## src/rtl/arith4_pkg.sv

```systemverilog
package arith4_pkg;
  typedef enum logic [1:0] {
    OP_ADD = 2'b00,
    OP_SUB = 2'b01,
    OP_INC = 2'b10,
    OP_DBL = 2'b11
  } op_e;
endpackage

```

## src/rtl/arith4_steer.sv

```systemverilog
module arith4_steer
  import arith4_pkg::*;
#(
  parameter int unsigned W = 4
) (
  input  logic [1:0]   op_i,
  input  logic [W-1:0] a_i,
  input  logic [W-1:0] b_i,
  output logic [W-1:0] x_o,
  output logic [W-1:0] y_o,
  output logic         cin_o,
  output logic         borrow_mode_o
);
  op_e op;
  assign op = op_e'(op_i);

  always_comb begin
    x_o           = a_i;
    y_o           = b_i;
    cin_o         = 1'b0;
    borrow_mode_o = 1'b0;
    unique case (op)
      OP_ADD: ;
      OP_SUB: begin
        y_o           = ~b_i;
        cin_o         = 1'b1;
        borrow_mode_o = 1'b1;
      end
      OP_INC: begin
        y_o   = '0;
        cin_o = 1'b1;
      end
      OP_DBL: y_o = a_i;
      default: ;
    endcase
  end
endmodule

```

## src/rtl/arith4_adder.sv

```systemverilog
module arith4_adder #(
  parameter int unsigned W = 4
) (
  input  logic [W-1:0] x_i,
  input  logic [W-1:0] y_i,
  input  logic         cin_i,
  output logic [W-1:0] sum_o,
  output logic         cout_o
);
  logic [W:0] c;
  assign c[0] = cin_i;

  for (genvar i = 0; i < W; i++) begin : g_fa
    logic p;
    assign p        = x_i[i] ^ y_i[i];
    assign sum_o[i] = p ^ c[i];
    assign c[i+1]   = (x_i[i] & y_i[i]) | (p & c[i]);
  end

  assign cout_o = c[W];
endmodule

```

## src/rtl/arith4_outreg.sv

```systemverilog
module arith4_outreg #(
  parameter int unsigned RW = 5
) (
  input  logic          clk_i,
  input  logic          rst_ni,
  input  logic          valid_i,
  input  logic [RW-1:0] d_i,
  output logic [RW-1:0] q_o,
  output logic          valid_o
);
  always_ff @(posedge clk_i or negedge rst_ni) begin
    if (!rst_ni) begin
      q_o     <= '0;
      valid_o <= 1'b0;
    end else begin
      valid_o <= valid_i;
      if (valid_i) q_o <= d_i;
    end
  end

  a_r6_valid_rise: assert property (@(posedge clk_i) disable iff (!rst_ni)
    valid_i |=> valid_o);
  a_r6_valid_drop: assert property (@(posedge clk_i) disable iff (!rst_ni)
    !valid_i |=> !valid_o);
  a_r7_hold: assert property (@(posedge clk_i) disable iff (!rst_ni)
    !valid_i |=> $stable(q_o));
  a_r5_capture: assert property (@(posedge clk_i) disable iff (!rst_ni)
    valid_i |=> q_o == $past(d_i));

  always @(posedge clk_i) begin
    if (!rst_ni) begin
      a_r8_reset_clear: assert (q_o == '0 && !valid_o);
    end
  end
endmodule

```

## src/rtl/arith4_unit.sv

```systemverilog
module arith4_unit
  import arith4_pkg::*;
#(
  parameter int unsigned W            = 4,
  parameter bit          REGISTER_OUT = 1'b1
) (
  input  logic         clk_i,
  input  logic         rst_ni,
  input  logic         valid_i,
  input  logic [1:0]   op_i,
  input  logic [W-1:0] a_i,
  input  logic [W-1:0] b_i,
  output logic [W:0]   result_o,
  output logic         valid_o
);
  localparam int unsigned RW = W + 1;

  logic [W-1:0]  x, y, sum;
  logic          cin, cout, borrow_mode;
  logic [RW-1:0] comb_res;

  arith4_steer #(.W(W)) u_steer (
    .op_i          (op_i),
    .a_i           (a_i),
    .b_i           (b_i),
    .x_o           (x),
    .y_o           (y),
    .cin_o         (cin),
    .borrow_mode_o (borrow_mode)
  );

  arith4_adder #(.W(W)) u_adder (
    .x_i    (x),
    .y_i    (y),
    .cin_i  (cin),
    .sum_o  (sum),
    .cout_o (cout)
  );

  // Subtract: a missing carry out means a borrow, so the top bit becomes the sign
  assign comb_res = {cout ^ borrow_mode, sum};

  if (REGISTER_OUT) begin : g_reg
    arith4_outreg #(.RW(RW)) u_outreg (
      .clk_i   (clk_i),
      .rst_ni  (rst_ni),
      .valid_i (valid_i),
      .d_i     (comb_res),
      .q_o     (result_o),
      .valid_o (valid_o)
    );

    a_r1_add_sum: assert property (@(posedge clk_i) disable iff (!rst_ni)
      (valid_i && op_i == OP_ADD) |=>
        result_o == RW'($past(a_i)) + RW'($past(b_i)));
    a_r2_sub_sign: assert property (@(posedge clk_i) disable iff (!rst_ni)
      (valid_i && op_i == OP_SUB) |=> result_o[W] == ($past(a_i) < $past(b_i)));
    a_r3_inc: assert property (@(posedge clk_i) disable iff (!rst_ni)
      (valid_i && op_i == OP_INC) |=> result_o == RW'($past(a_i)) + RW'(1));
    a_r4_dbl_lsb: assert property (@(posedge clk_i) disable iff (!rst_ni)
      (valid_i && op_i == OP_DBL) |=> !result_o[0] && result_o[W] == $past(a_i[W-1]));
  end else begin : g_comb
    assign result_o = comb_res;
    assign valid_o  = valid_i;
  end
endmodule

```

## config.mk

```make
export PLATFORM = sky130hd
export DESIGN_NAME = arith4_unit
export DESIGN_NICKNAME = d
export VERILOG_FILES = /design/src/rtl/arith4_pkg.sv /design/src/rtl/arith4_steer.sv /design/src/rtl/arith4_adder.sv /design/src/rtl/arith4_outreg.sv /design/src/rtl/arith4_unit.sv
export SDC_FILE = /design/constraint.sdc
export NUM_CORES = 1
export LEC_CHECK = 0
export ABC_AREA = 1
export BUFFER_PORTS_ARGS = -buffer_cell sky130_fd_sc_hd__buf_2
export CAP_MARGIN = 10
export CORE_AREA = 2 2 39 41
export CTS_CLUSTER_SIZE = 12
export DETAILED_ROUTE_END_ITERATION = 12
export DIE_AREA = 0 0 41 43
export GPL_ROUTABILITY_DRIVEN = 0
export GPL_TIMING_DRIVEN = 1
export PLACE_DENSITY = 0.58
export SLEW_MARGIN = 20
export SYNTH_ARGS = -nofsm -noshare
export SYNTH_HDL_FRONTEND = slang
export SYNTH_SLANG_ARGS = --single-unit
```

## constraint.sdc

```tcl
create_clock -name clk_i -period 0.8 [get_ports clk_i]
set_input_delay 0.04 -clock clk_i [delete_from_list [all_inputs] [get_ports clk_i]]
set_output_delay 0.04 -clock clk_i [all_outputs]
set_load 0.05 [all_outputs]
```

==> impl.org <==
** Place
- Half-perimeter wire length of the detailed placement result :: 837 um
- After detailed placement, the design holds a cell count of 99.
- After detailed placement, the total cell area comes to 653 um2.
- Placement-stage worst setup slack :: -1.55 ns
- PortBufs :: 18

** Logic synthesis
- For this run, the number of Yosys warnings is 0.
- The number of different library cells used by synthesis comes to 8.
- Area fraction in compound gates after synthesis :: 0.0436
- The synthesized design contains 6 register bits.
- Net count after synthesis :: 81
- Post-Synthesis Mean Instance Area :: 7.53 um2
- Of the post-synthesis cell area, the part taken by muxes is 0.
- Of the total synthesized cell area, the portion taken by XOR and XNOR cells is 0.
- Count of mapped cells out of synthesis :: 61
- For this run, the register share of the synthesized area comes to 0.327.
- After synthesis the cells add up to 459 um2.
- Of the total synthesized cell area, the portion taken by full adders, half adders and majority gates is 0.256.
- Of the total synthesized cell area, the portion taken by AND, OR, NAND and NOR gates is 0.251.
- After synthesis, the largest family of logic cells by area is adder cells.

** Clock tree
- Clk sinks :: 6
- TritonCTS created 3 clock buffers.
- The later pin in the worst-skew pair is clocked with a latency of 0.24 ns.
- In this run the number of H-tree levels came out at 1.
- After clock tree synthesis, the clock-pin slew on the worst setup and hold paths is 0.04 ns.
- CTS placed an instance of clkbuf_4 at the clock tree root.
- After clock tree synthesis, the flow added hold-fix buffers numbering 1.
- Buffer levels on the longest clock path :: 2
- TritonCTS built the clock tree.

** Critical path
- Largest fanout of any net on the critical path :: 2
- For the worst setup path, the data arrival time is 2.18 ns.
- For flop-to-flop paths, the worst setup slack is 0.05 ns.
- Type of origin of the critical path :: input port
- The worst register-to-register path has a depth of 3.
- In this run the critical register-to-register path is captured at g_reg.u_outreg.q_o[3].
- For this design, the slowest cell found on the critical path is fa_2.
- The worst setup path is of the in -> reg kind.
- For the worst setup path, the data required time is 0.92 ns.
- Reg2Reg Launch Point :: g_reg.u_outreg.q_o[3]
- In this design, the critical path's most frequently occurring cell is fa_2.
- Worst Setup End Kind :: flip-flop
- The signal on the critical path passes through buf_8 -> clkinvlp_4 -> ha_4 -> nand2_2 -> nand3_2 -> nand2_2 -> fa_2 -> fa_2 -> fa_2 -> fa_2 -> o21ai_2.
- The critical path starts at op_i[1].
- On the worst path, the slowest cell contributes a delay of 0.54 ns.

** STA
- Fin crit share :: 2.57
- The smallest clock period supported by the final layout is computed as 2.06 ns.
- Across the routed clock network, the largest skew measured is 0 ns.
- Final hold violation count :: 1
- Number of setup violations in the final report :: 11
- At the pin with the least slew margin, the transition time is 0.251 ns.
- Worst Setup Slack, final :: -1.26 ns
- Static timing analysis puts the maximum clock frequency at 486 MHz.
- Slew Limit Headroom :: 0.832
- Hold Slack :: -0.0528 ns
- The final max-slew violation count was 0.
- Setup repair after global routing could not meet its margin everywhere.

** Run status
- Run status :: complete, but fails checks
- Failing checks :: negative hold slack, negative setup slack

** GRT
- Overflow left after global routing :: 0
- The number of global-route vias before repair came to 430.
- The first global-routing pass estimated 1.66 mm of wire.
- Maximum number of pins on one net before global-route repair :: 10
- Total GRT Usage :: 0.139
- Antenna violations before repair :: 0

** Routing
- The first routing iteration left 13 violations.
- The count of nets left with antenna violations once routing finished came out at 0.
- For this run, design rule violations remaining after detail routing come to 0.
- Dividing the detail-routed wire length by the instance count gives 9.17 um.
- DRT Wirelength :: 963 um
- Before antenna repair, the detailed router went through 4 iterations.
- Total number of vias :: 454
- In the routed layout, each cell is associated on average with a via count of 4.32.

** Min path
- Path class of the lowest-slack min-delay path :: in -> reg
- Number of instances on the worst hold path :: 1
- Worst hold start :: valid_i
- Worst Hold End :: g_reg.u_outreg.valid_o

** Cells and area
- The library cell used most frequently in the layout, excluding fill and tap cells, is nand2_1.
- The number of antenna diodes in the final layout is 0.
- Net count reported at finish :: 111
- Share of the core filled with cells :: 0.560
- Relative to the synthesized area, the layout overhead comes to 68.7%.
- After routing the design area is 774 um2.
- In the final layout, the share of cells above drive strength 1 is 0.528.
- Fill count :: 138
- The library cells used most frequently in the layout, excluding fill and tap cells, are nand2_1 (20), buf_2 (10), inv_1 (9).
- Final cell count without fillers :: 105

** Floorplan
- The floorplan has 14 rows.
- Vert. Die Dim :: 43 um
- The die is 41 um wide.
- The floorplan step defined a die boundary enclosing 0.00176 mm2.
- Core Area :: 0.00138 mm2
- IO Pins :: 19
- The initial utilization of the core area, before any placement, comes to 0.332.

** Pwr
- Pleak :: 0.402 nW
- VDD sags by at most 0.670 mV.
- Total power density per cell area :: 1730 mW/mm2

** Job
- Number of max-capacitance violations reported :: 0
-- layout make-up --
| cell class | count | area [um2] | area share |
|---|---|---|---|
| Clock buffer | 3 | 22.5 | 0.0291 |
| Inverter | 15 | 62.6 | 0.0808 |
| Multi-Input combinational cell | 40 | 324 | 0.418 |
| Sequential cell | 6 | 150 | 0.194 |
| Tap cell | 16 | 20.0 | 0.0258 |
| Timing Repair Buffer | 25 | 195 | 0.252 |
-- cells by family (layout without fill, tap and decap cells) --
family,Yosys count,after routing
and+or+nand+nor,29,29
buffers and inverters,15,43
adders and majority gates,7,7
DFF,6,6
AOI/OAI and AO/OA,4,4
-- through the flow --
step / TNS [ns] / total power, mW / hold slack [ns]
after global routing: -4.85 / 1.45 / -0.0508
after global placement: -5.56 / 0.924 / -0.133
after CTS: -4.36 / 1.36 / -0.0630
after detailed placement: -5.71 / 0.939 / -0.131
final: -4.27 / 1.34 / -0.0528
after floorplan: -4.75 / 0.781 / -0.256
-- worst max-delay path: cells and delay by family --
family	cells	cell delay, ns
AOI/OAI and AO/OA	1	0.06
adders and majority gates	5	1.72
buffers and inverters	2	0.19
and+or+nand+nor	3	0.17
-- cells in the mapped netlist --
| library cell | count | area, um2 |
|---|---|---|
| inv_2 | 1 | 3.75 |
| nand2_1 | 24 | 90.1 |
| ha_1 | 3 | 37.5 |
| dfrtp_1 | 6 | 150 |
| inv_1 | 14 | 52.6 |
| nand3_1 | 5 | 25.0 |
| o21ai_0 | 4 | 20.0 |
| fa_1 | 4 | 80.1 |
-- layer usage --
layer	GRT usage	wire, um	vias up
met4	0.0800	31	0
met5	0	0	-
li1	-	-	236
met1	0.149	372	196
met2	0.241	509	18
met3	0.0157	49	4
-- power breakdown --
group	switching (mW)	leakage [nW]	total, mW	internal [mW]
Clock	0.0986	0.0138	0.267	0.169
Sequential	0.0385	0.0726	0.401	0.362
Combinational	0.392	0.315	0.675	0.284
-- what timing repair did --
item / CTS / global route
resized for setup: 20 / 3
buffers inserted: 2 / 0
setup endpoints to repair: 11 / 11
hold endpoints to repair: 7 / 1
pin swaps: 5 / 1
-- flip-flops by register name (all words and copies together), names as in the netlist --
name,flops
g_reg.u_outreg.q_o,5
g_reg.u_outreg.valid_o,1
-- how the worst max path moves through the flow --
stage	end	slack (ns)	cells past startpoint
floorplan	g_reg.u_outreg.q_o[3]	-1.36	10
detailed placement	g_reg.u_outreg.q_o[3]	-1.55	10
finish	g_reg.u_outreg.q_o[3]	-1.26	11
global placement	g_reg.u_outreg.q_o[3]	-1.52	9
CTS	g_reg.u_outreg.q_o[3]	-1.27	10
global route	g_reg.u_outreg.q_o[3]	-1.33	10
No activity file was read; power rests on OpenSTA's default activity.
